<file path="src/rtl/ctv_pkg.sv">
package ctv_pkg;
   typedef enum logic [1:0] {
      ST_IDLE  = 2'd0,
      ST_ALIAS = 2'd1,
      ST_MEM   = 2'd2,
      ST_SWEEP = 2'd3
   } ctv_state_e;
endpackage

</file>
<file path="src/rtl/ctv_line_store.sv">
module ctv_line_store #(
   parameter int IDX_W  = 4,
   parameter int CTX_W  = 8,
   parameter int VTAG_W = 12,
   parameter int PA_W   = 16,
   parameter int DATA_W = 32
) (
   input  logic              clk,
   input  logic              rst_n,
   input  logic [IDX_W-1:0]  rd_idx,
   output logic              rd_valid,
   output logic [CTX_W-1:0]  rd_ctx,
   output logic [VTAG_W-1:0] rd_vtag,
   output logic [PA_W-1:0]   rd_pa,
   output logic [DATA_W-1:0] rd_data,
   input  logic [IDX_W-1:0]  wr_idx,
   input  logic              tag_we,
   input  logic [CTX_W-1:0]  tag_ctx,
   input  logic [VTAG_W-1:0] tag_vtag,
   input  logic [PA_W-1:0]   tag_pa,
   input  logic              data_we,
   input  logic [DATA_W-1:0] data_in,
   input  logic              inv_en,
   input  logic [IDX_W-1:0]  inv_idx
);
   localparam int LINES = 1 << IDX_W;

   logic [LINES-1:0]  valid_q;
   logic [CTX_W-1:0]  ctx_q  [LINES];
   logic [VTAG_W-1:0] vtag_q [LINES];
   logic [PA_W-1:0]   pa_q   [LINES];
   logic [DATA_W-1:0] data_q [LINES];

   // valid bits: reset, sweep clear, set on tag write
   always_ff @(posedge clk or negedge rst_n) begin
      if (!rst_n) begin
         valid_q <= '0;
      end else if (inv_en) begin
         valid_q[inv_idx] <= 1'b0;
      end else if (tag_we) begin
         valid_q[wr_idx] <= 1'b1;
      end
   end

   // tag and data fields need no reset: guarded by valid
   always_ff @(posedge clk) begin
      if (tag_we) begin
         ctx_q[wr_idx]  <= tag_ctx;
         vtag_q[wr_idx] <= tag_vtag;
         pa_q[wr_idx]   <= tag_pa;
      end
      if (data_we) begin
         data_q[wr_idx] <= data_in;
      end
   end

   assign rd_valid = valid_q[rd_idx];
   assign rd_ctx   = ctx_q[rd_idx];
   assign rd_vtag  = vtag_q[rd_idx];
   assign rd_pa    = pa_q[rd_idx];
   assign rd_data  = data_q[rd_idx];
endmodule

</file>
<file path="src/rtl/ctv_tag_match.sv">
module ctv_tag_match #(
   parameter int CTX_W        = 8,
   parameter int VTAG_W       = 12,
   parameter int PA_W         = 16,
   parameter bit ALIAS_RESCUE = 1'b1
) (
   input  logic              line_valid,
   input  logic [CTX_W-1:0]  line_ctx,
   input  logic [VTAG_W-1:0] line_vtag,
   input  logic [PA_W-1:0]   line_pa,
   input  logic [CTX_W-1:0]  want_ctx,
   input  logic [VTAG_W-1:0] want_vtag,
   input  logic [PA_W-1:0]   want_pa,
   output logic              hit,
   output logic              alias_hit
);
   logic name_eq;
   assign name_eq = (line_ctx == want_ctx) && (line_vtag == want_vtag);
   assign hit     = line_valid && name_eq;

   generate
      if (ALIAS_RESCUE) begin : g_rescue
         assign alias_hit = line_valid && !name_eq && (line_pa == want_pa);
      end else begin : g_plain
         logic unused_pa;
         assign unused_pa = ^{line_pa, want_pa};
         assign alias_hit = 1'b0;
      end
   endgenerate
endmodule

</file>
<file path="src/rtl/ctv_sweep.sv">
module ctv_sweep #(
   parameter int IDX_W = 4
) (
   input  logic             clk,
   input  logic             rst_n,
   input  logic             run,
   output logic [IDX_W-1:0] idx,
   output logic             last
);
   localparam logic [IDX_W-1:0] TOP = {IDX_W{1'b1}};

   logic [IDX_W-1:0] cnt_q;

   always_ff @(posedge clk or negedge rst_n) begin
      if (!rst_n) begin
         cnt_q <= '0;
      end else if (run) begin
         cnt_q <= (cnt_q == TOP) ? '0 : cnt_q + 1'b1;
      end
   end

   assign idx  = cnt_q;
   assign last = run && (cnt_q == TOP);
endmodule

</file>
<file path="src/rtl/ctx_tag_vcache.sv">
module ctx_tag_vcache
   import ctv_pkg::*;
#(
   parameter int VA_W         = 16,
   parameter int PA_W         = 16,
   parameter int IDX_W        = 4,
   parameter int CTX_W        = 8,
   parameter int DATA_W       = 32,
   parameter bit ALIAS_RESCUE = 1'b1
) (
   input  logic              clk,
   input  logic              rst_n,
   input  logic              req_valid,
   output logic              req_ready,
   input  logic              req_write,
   input  logic [CTX_W-1:0]  req_ctx,
   input  logic [VA_W-1:0]   req_va,
   input  logic [PA_W-1:0]   req_pa,
   input  logic [DATA_W-1:0] req_wdata,
   output logic              rsp_valid,
   output logic [DATA_W-1:0] rsp_rdata,
   input  logic              ctx_wrap,
   output logic              mem_req,
   output logic              mem_write,
   output logic [PA_W-1:0]   mem_addr,
   output logic [DATA_W-1:0] mem_wdata,
   input  logic              mem_ack,
   input  logic [DATA_W-1:0] mem_rdata
);
   localparam int VTAG_W = VA_W - IDX_W;

   generate
      if (VA_W <= IDX_W) begin : g_bad_va
         $error("VA_W must exceed IDX_W");
      end
      if (PA_W < IDX_W) begin : g_bad_pa
         $error("PA_W must be at least IDX_W");
      end
      if (CTX_W < 1 || DATA_W < 1) begin : g_bad_w
         $error("CTX_W and DATA_W must be positive");
      end
   endgenerate

   ctv_state_e state_q;

   logic [IDX_W-1:0]  r_idx;
   logic [CTX_W-1:0]  r_ctx;
   logic [VTAG_W-1:0] r_vtag;
   logic [PA_W-1:0]   r_pa;
   logic [DATA_W-1:0] r_wdata;
   logic              r_write;
   logic              wrap_pend_q;
   logic              rsp_valid_q;
   logic [DATA_W-1:0] rsp_rdata_q;

   logic [IDX_W-1:0]  req_idx;
   logic [VTAG_W-1:0] req_vtag;
   logic              accept;

   assign req_idx   = req_va[IDX_W-1:0];
   assign req_vtag  = req_va[VA_W-1:IDX_W];
   assign req_ready = (state_q == ST_IDLE) && !ctx_wrap && !wrap_pend_q;
   assign accept    = req_valid && req_ready;

   // ---------------- line store ----------------
   logic [IDX_W-1:0]  rd_idx;
   logic              ln_valid;
   logic [CTX_W-1:0]  ln_ctx;
   logic [VTAG_W-1:0] ln_vtag;
   logic [PA_W-1:0]   ln_pa;
   logic [DATA_W-1:0] ln_data;

   logic [IDX_W-1:0]  wr_idx;
   logic              tag_we;
   logic [CTX_W-1:0]  tag_ctx;
   logic [VTAG_W-1:0] tag_vtag;
   logic [PA_W-1:0]   tag_pa;
   logic              data_we;
   logic [DATA_W-1:0] data_in;
   logic              inv_en;
   logic [IDX_W-1:0]  inv_idx;
   logic              sw_last;

   assign rd_idx = (state_q == ST_IDLE) ? req_idx : r_idx;

   ctv_line_store #(
      .IDX_W (IDX_W),
      .CTX_W (CTX_W),
      .VTAG_W(VTAG_W),
      .PA_W  (PA_W),
      .DATA_W(DATA_W)
   ) u_store (
      .clk     (clk),
      .rst_n   (rst_n),
      .rd_idx  (rd_idx),
      .rd_valid(ln_valid),
      .rd_ctx  (ln_ctx),
      .rd_vtag (ln_vtag),
      .rd_pa   (ln_pa),
      .rd_data (ln_data),
      .wr_idx  (wr_idx),
      .tag_we  (tag_we),
      .tag_ctx (tag_ctx),
      .tag_vtag(tag_vtag),
      .tag_pa  (tag_pa),
      .data_we (data_we),
      .data_in (data_in),
      .inv_en  (inv_en),
      .inv_idx (inv_idx)
   );

   // ---------------- tag compare ----------------
   logic lk_hit;
   logic lk_alias;

   ctv_tag_match #(
      .CTX_W       (CTX_W),
      .VTAG_W      (VTAG_W),
      .PA_W        (PA_W),
      .ALIAS_RESCUE(ALIAS_RESCUE)
   ) u_match (
      .line_valid(ln_valid),
      .line_ctx  (ln_ctx),
      .line_vtag (ln_vtag),
      .line_pa   (ln_pa),
      .want_ctx  (req_ctx),
      .want_vtag (req_vtag),
      .want_pa   (req_pa),
      .hit       (lk_hit),
      .alias_hit (lk_alias)
   );

   // ---------------- invalidate sweep ----------------
   ctv_sweep #(
      .IDX_W(IDX_W)
   ) u_sweep (
      .clk  (clk),
      .rst_n(rst_n),
      .run  (state_q == ST_SWEEP),
      .idx  (inv_idx),
      .last (sw_last)
   );

   assign inv_en = (state_q == ST_SWEEP);

   // ---------------- store write control ----------------
   always_comb begin
      wr_idx   = r_idx;
      tag_we   = 1'b0;
      tag_ctx  = r_ctx;
      tag_vtag = r_vtag;
      tag_pa   = r_pa;
      data_we  = 1'b0;
      data_in  = mem_rdata;
      unique case (state_q)
         ST_IDLE: begin
            if (accept && req_write && (lk_hit || lk_alias)) begin
               wr_idx   = req_idx;
               tag_we   = 1'b1;
               tag_ctx  = req_ctx;
               tag_vtag = req_vtag;
               tag_pa   = req_pa;
               data_we  = 1'b1;
               data_in  = req_wdata;
            end
         end
         ST_ALIAS: begin
            tag_we = 1'b1;
         end
         ST_MEM: begin
            if (mem_ack && !r_write) begin
               tag_we  = 1'b1;
               data_we = 1'b1;
            end
         end
         default: begin
         end
      endcase
   end

   // ---------------- control ----------------
   always_ff @(posedge clk or negedge rst_n) begin
      if (!rst_n) begin
         state_q     <= ST_IDLE;
         r_idx       <= '0;
         r_ctx       <= '0;
         r_vtag      <= '0;
         r_pa        <= '0;
         r_wdata     <= '0;
         r_write     <= 1'b0;
         wrap_pend_q <= 1'b0;
         rsp_valid_q <= 1'b0;
         rsp_rdata_q <= '0;
      end else begin
         rsp_valid_q <= 1'b0;
         unique case (state_q)
            ST_IDLE: begin
               if (ctx_wrap || wrap_pend_q) begin
                  state_q     <= ST_SWEEP;
                  wrap_pend_q <= 1'b0;
               end else if (accept) begin
                  r_idx   <= req_idx;
                  r_ctx   <= req_ctx;
                  r_vtag  <= req_vtag;
                  r_pa    <= req_pa;
                  r_wdata <= req_wdata;
                  r_write <= req_write;
                  if (req_write) begin
                     state_q <= ST_MEM;
                  end else if (lk_hit) begin
                     rsp_valid_q <= 1'b1;
                     rsp_rdata_q <= ln_data;
                  end else if (lk_alias) begin
                     state_q <= ST_ALIAS;
                  end else begin
                     state_q <= ST_MEM;
                  end
               end
            end
            ST_ALIAS: begin
               rsp_valid_q <= 1'b1;
               rsp_rdata_q <= ln_data;
               state_q     <= ST_IDLE;
            end
            ST_MEM: begin
               if (mem_ack) begin
                  rsp_valid_q <= 1'b1;
                  rsp_rdata_q <= r_write ? '0 : mem_rdata;
                  state_q     <= ST_IDLE;
               end
            end
            ST_SWEEP: begin
               if (sw_last) begin
                  state_q <= ST_IDLE;
               end
            end
            default: state_q <= ST_IDLE;
         endcase
         if (ctx_wrap && state_q != ST_IDLE) begin
            wrap_pend_q <= 1'b1;
         end
      end
   end

   assign rsp_valid = rsp_valid_q;
   assign rsp_rdata = rsp_rdata_q;
   assign mem_req   = (state_q == ST_MEM);
   assign mem_write = r_write;
   assign mem_addr  = r_pa;
   assign mem_wdata = r_wdata;
endmodule

</file>
<file path="config.mk">
export PLATFORM = sky130hd
export DESIGN_NAME = ctx_tag_vcache
export DESIGN_NICKNAME = d
export VERILOG_FILES = /design/src/rtl/ctv_pkg.sv /design/src/rtl/ctv_line_store.sv /design/src/rtl/ctv_tag_match.sv /design/src/rtl/ctv_sweep.sv /design/src/rtl/ctx_tag_vcache.sv
export SDC_FILE = /design/constraint.sdc
export NUM_CORES = 2
export LEC_CHECK = 0
export ABC_AREA = 1
export BUFFER_PORTS_ARGS = -buffer_cell sky130_fd_sc_hd__buf_2
export CORE_MARGIN = 2
export CORE_UTILIZATION = 25
export DETAILED_ROUTE_END_ITERATION = 7
export GPL_TIMING_DRIVEN = 0
export SETUP_SLACK_MARGIN = 0.1
export SLEW_MARGIN = 0
export SYNTH_ARGS = -nofsm -noshare
export SYNTH_HDL_FRONTEND = slang
export SYNTH_SLANG_ARGS = --single-unit
</file>
<file path="constraint.sdc">
create_clock -name clk -period 5.3 [get_ports clk]
set_input_delay 0 -clock clk [delete_from_list [all_inputs] [get_ports clk]]
set_output_delay 0 -clock clk [all_outputs]
set_load 0.005 [all_outputs]
</file>
==> results_dict.tcl <==
set metrics [dict create \
    tightest_slew_ns 1.42 \
    chipWidth_um 450 \
    ys_async_sr_fraction 0.106 \
    cts_tree "done" \
    synth-main-ff-cell "edfxtp_1" \
    grt_start_max_net_pins 73 \
    switching_share 0.442 \
    pin_count 194 \
    violations "DRC, setup timing" \
    synth_nets 4348 \
    setup_viol 19 \
    post-route-min-period_ns 5.40 \
    outcome "finished with violations" \
    comb_power_share 0.451 \
    p_sw_mw 16.9 \
    cts.sinks 1217 \
    pre_cts_ws_ns -1.04 \
    clk_pin_slew_worst_paths_ns 0.06 \
    root_buffer "clkbuf_16" \
    gp_congestion 0.955 \
    reg2reg_slack_ns -0.1 \
    rsz0062_at_grt "true" \
    synth_top_area_cell "edfxtp_1" \
    synth.avg_cell_area_um2 11.7 \
    netlist_top_cells_count "edfxtp_1, nand2_1, nand3_1" \
    skew_ns 0.0564 \
    period_share 1.02 \
    yosysMostFrequentCell "edfxtp_1" \
    seq_power_share 0.326 \
    arrival_ns 5.79 \
    dieArea_mm2 0.203 \
    drive_gt1_frac 0.150 \
    ys_types 29 \
    clockPowerShare 0.224 \
    final_nets 4890 \
    grt_pass1_vias 36600 \
    grt_use_total 0.175 \
    synth.top_cell.area_share 0.657 \
    ys_warn_count 0 \
    routed_wl_mm 185 \
    place_hpwl_mm 123 \
    stdcell_count 7524 \
    drt-pass1-iter-count 8 \
    dpl.cell_count 7128 \
    finalPower_mw 38.2 \
    hold_viol 0 \
    hold_path_class "in -> reg" \
    start_util 0.252 \
    powerDensity_mw_per_mm2 618 \
    fin_area_mm2 0.0617 \
    syn_inst 4234 \
    rr_startpoint "state_q[0]" \
    syn_to_final_growth_pct 24.1 \
    end_kind "flip-flop" \
    place_area_mm2 0.0553 \
    vias 38100 \
    fin_ws_ns -0.0977 \
    antenna_found_initial 8 \
    coreArea_mm2 0.198 \
    worstSetupStartpointType "flip-flop" \
    fin_util 0.312 \
    required_ns 5.69 \
    cp_max_fo 16 \
    ir_drop_v 0.000358 \
    holdWs_ns 0.115 \
    overflow 0 \
    grt_first_pass_wirelength_mm 260 \
    synth-edff-count 1088 \
    cts_buffers 115 \
    clkLatencyLatePin_ns 0.77 \
    drc 1 \
    ant_nets 0 \
    syn-cell-area_mm2 0.0497 \
    fmax_ghz 0.185 \
    via_per_inst 5.07 \
    slew_headroom 0.0531 \
    htreeDepth 3 \
    p_leak_nw 21.9 \
    startpoint "state_q[0]" \
    die_h_um 450 \
    rows 163 \
    clockBufferDepth 3 \
    wire_per_inst_um 24.6 \
    synth_area_leaders "edfxtp_1, nand2_1, dfrtp_1, nand3_1, o21ai_0" \
    drv_cap 0 \
    first_iter_violations 5522 \
    ys_ff_latch 1217 \
    p_int_mw 21.3 \
    port_buffers 193 \
    final.setup.tns_ns -1.44 \
    hold_start "req_wdata[14]" \
    drv_slew 0 \
    critical_path_class "reg -> reg" \
    synth_seq_area_share 0.722 \
]
## kinds of logic (layout without fill, tap and decap cells)
family | count (synthesis) | in the layout | share of synthesized area
buf+inv | 385 | 1029 | 0.0348
simple gates | 1893 | 1893 | 0.159
flops | 1217 | 1217 | 0.722
xor+xnor | 1 | 1 | 0.000176
fa+ha+maj | 4 | 4 | 0.00101
compound gates | 734 | 734 | 0.0831
other cells | 0 | 6 | 0
## power by group through the flow
stage                     Sequential, mW  Clock, mW  Combinational, mW
final                               12.4       8.53               17.2
after global routing                12.5       8.92               18.2
after CTS                           12.4       8.56               16.5
after detailed placement            12.6          0               16.2
after global placement              12.7          0               15.7
after floorplan                     12.5          0               9.02
## routing by layer
metal | part of all wire | GRT usage | vias to the layer above
met5 | 0 | 0 | -
met4 | 0.077 | 0.122 | 0
met3 | 0.092 | 0.0287 | 540
met2 | 0.47 | 0.286 | 2395
met1 | 0.36 | 0.211 | 18900
li1 | - | - | 16300
## critical path, stage by stage, from the launching register on
cell and delay (ns):
dfrtp_1 0.44, nor2_4 0.22, buf_6 0.18, nand2_1 0.07, o21ai_2 0.22, buf_6 0.26
buf_2 0.35, nand3_1 0.18, nand3_1 0.11, nand3_1 0.10, nand3_1 0.15, nand2_1 0.15
a21oi_2 0.28, nand3_1 0.14, nor2_1 0.34, nand2_1 0.09, nand2_1 0.09, nand2_1 0.07
clkbuf_4 0.26, clkbuf_1 0.35, o21ai_2 0.94
## area by class of cell
type	instances	area, µm²
multi-input combinational	2632	12800
fill	19600	136000
sequential	1217	35900
tap	2640	3300
buffer	279	1400
timing repair buffer	425	4050
inverter	106	400
clock buffer	155	3180
clock inverter	64	689
antenna	6	15.0
## state kept, by name (all words and copies together) (netlist names), 16 cells and up
name,cells
u_store.valid_q,16
u_store.pa_q,256
mem_wdata,32
rsp_rdata,32
u_store.vtag_q,192
u_store.data_q,512
u_store.ctx_q,128
mem_addr,16
## what timing repair did
action                                  in CTS  in global routing
endpoints found under the setup margin    1996               1879
gates resized for setup                     79                 54
endpoints found under the hold margin     1164                  0
hold buffers                               112                  0
buffers inserted                            27                 32
pin swaps                                   16                 21
## final timing paths
| path | endpoint | depth (start not counted) |
|---|---|---|
| min reg2reg | mem_wdata[28] | 2 |
| min | mem_wdata[14] | 4 |
| max in group asynchronous | mem_addr[13] | 4 |
| min in group asynchronous | rsp_rdata[31] | 4 |
| max reg2reg | u_store.data_q[15][21] | 20 |
| max | u_store.data_q[15][21] | 20 |
## cells in the final DEF (no fill, tap or decap), types with 3 or more instances in the layout
| master | count |
|---|---|
| edfxtp_1 | 1088 |
| nand2_1 | 948 |
| nand3_1 | 597 |
| o21ai_0 | 445 |
| nor2_1 | 290 |
| buf_2 | 254 |
| clkbuf_1 | 167 |
| dfrtp_1 | 129 |
| clkbuf_16 | 118 |
| dlygate4sd3_1 | 111 |
| inv_1 | 98 |
| buf_4 | 75 |
| o22ai_1 | 66 |
| o221ai_1 | 64 |
| buf_12 | 63 |
| a21oi_1 | 38 |
| o21ai_1 | 35 |
| nor2_4 | 34 |
| o21ai_4 | 32 |
| a32oi_1 | 32 |
| o21ai_2 | 20 |
| clkinv_1 | 20 |
| buf_6 | 19 |
| clkinv_2 | 17 |
| clkbuf_2 | 14 |
| bufinv_16 | 12 |
| buf_16 | 12 |
| clkbuf_4 | 9 |
| nor2_2 | 9 |
| nand2_2 | 8 |
| clkbuf_8 | 8 |
| inv_2 | 7 |
| buf_1 | 7 |
| diode_2 | 6 |
| clkinvlp_4 | 5 |
| ha_1 | 4 |
| nand4_1 | 3 |
| inv_6 | 3 |
Power figures use the tool's default switching activity.
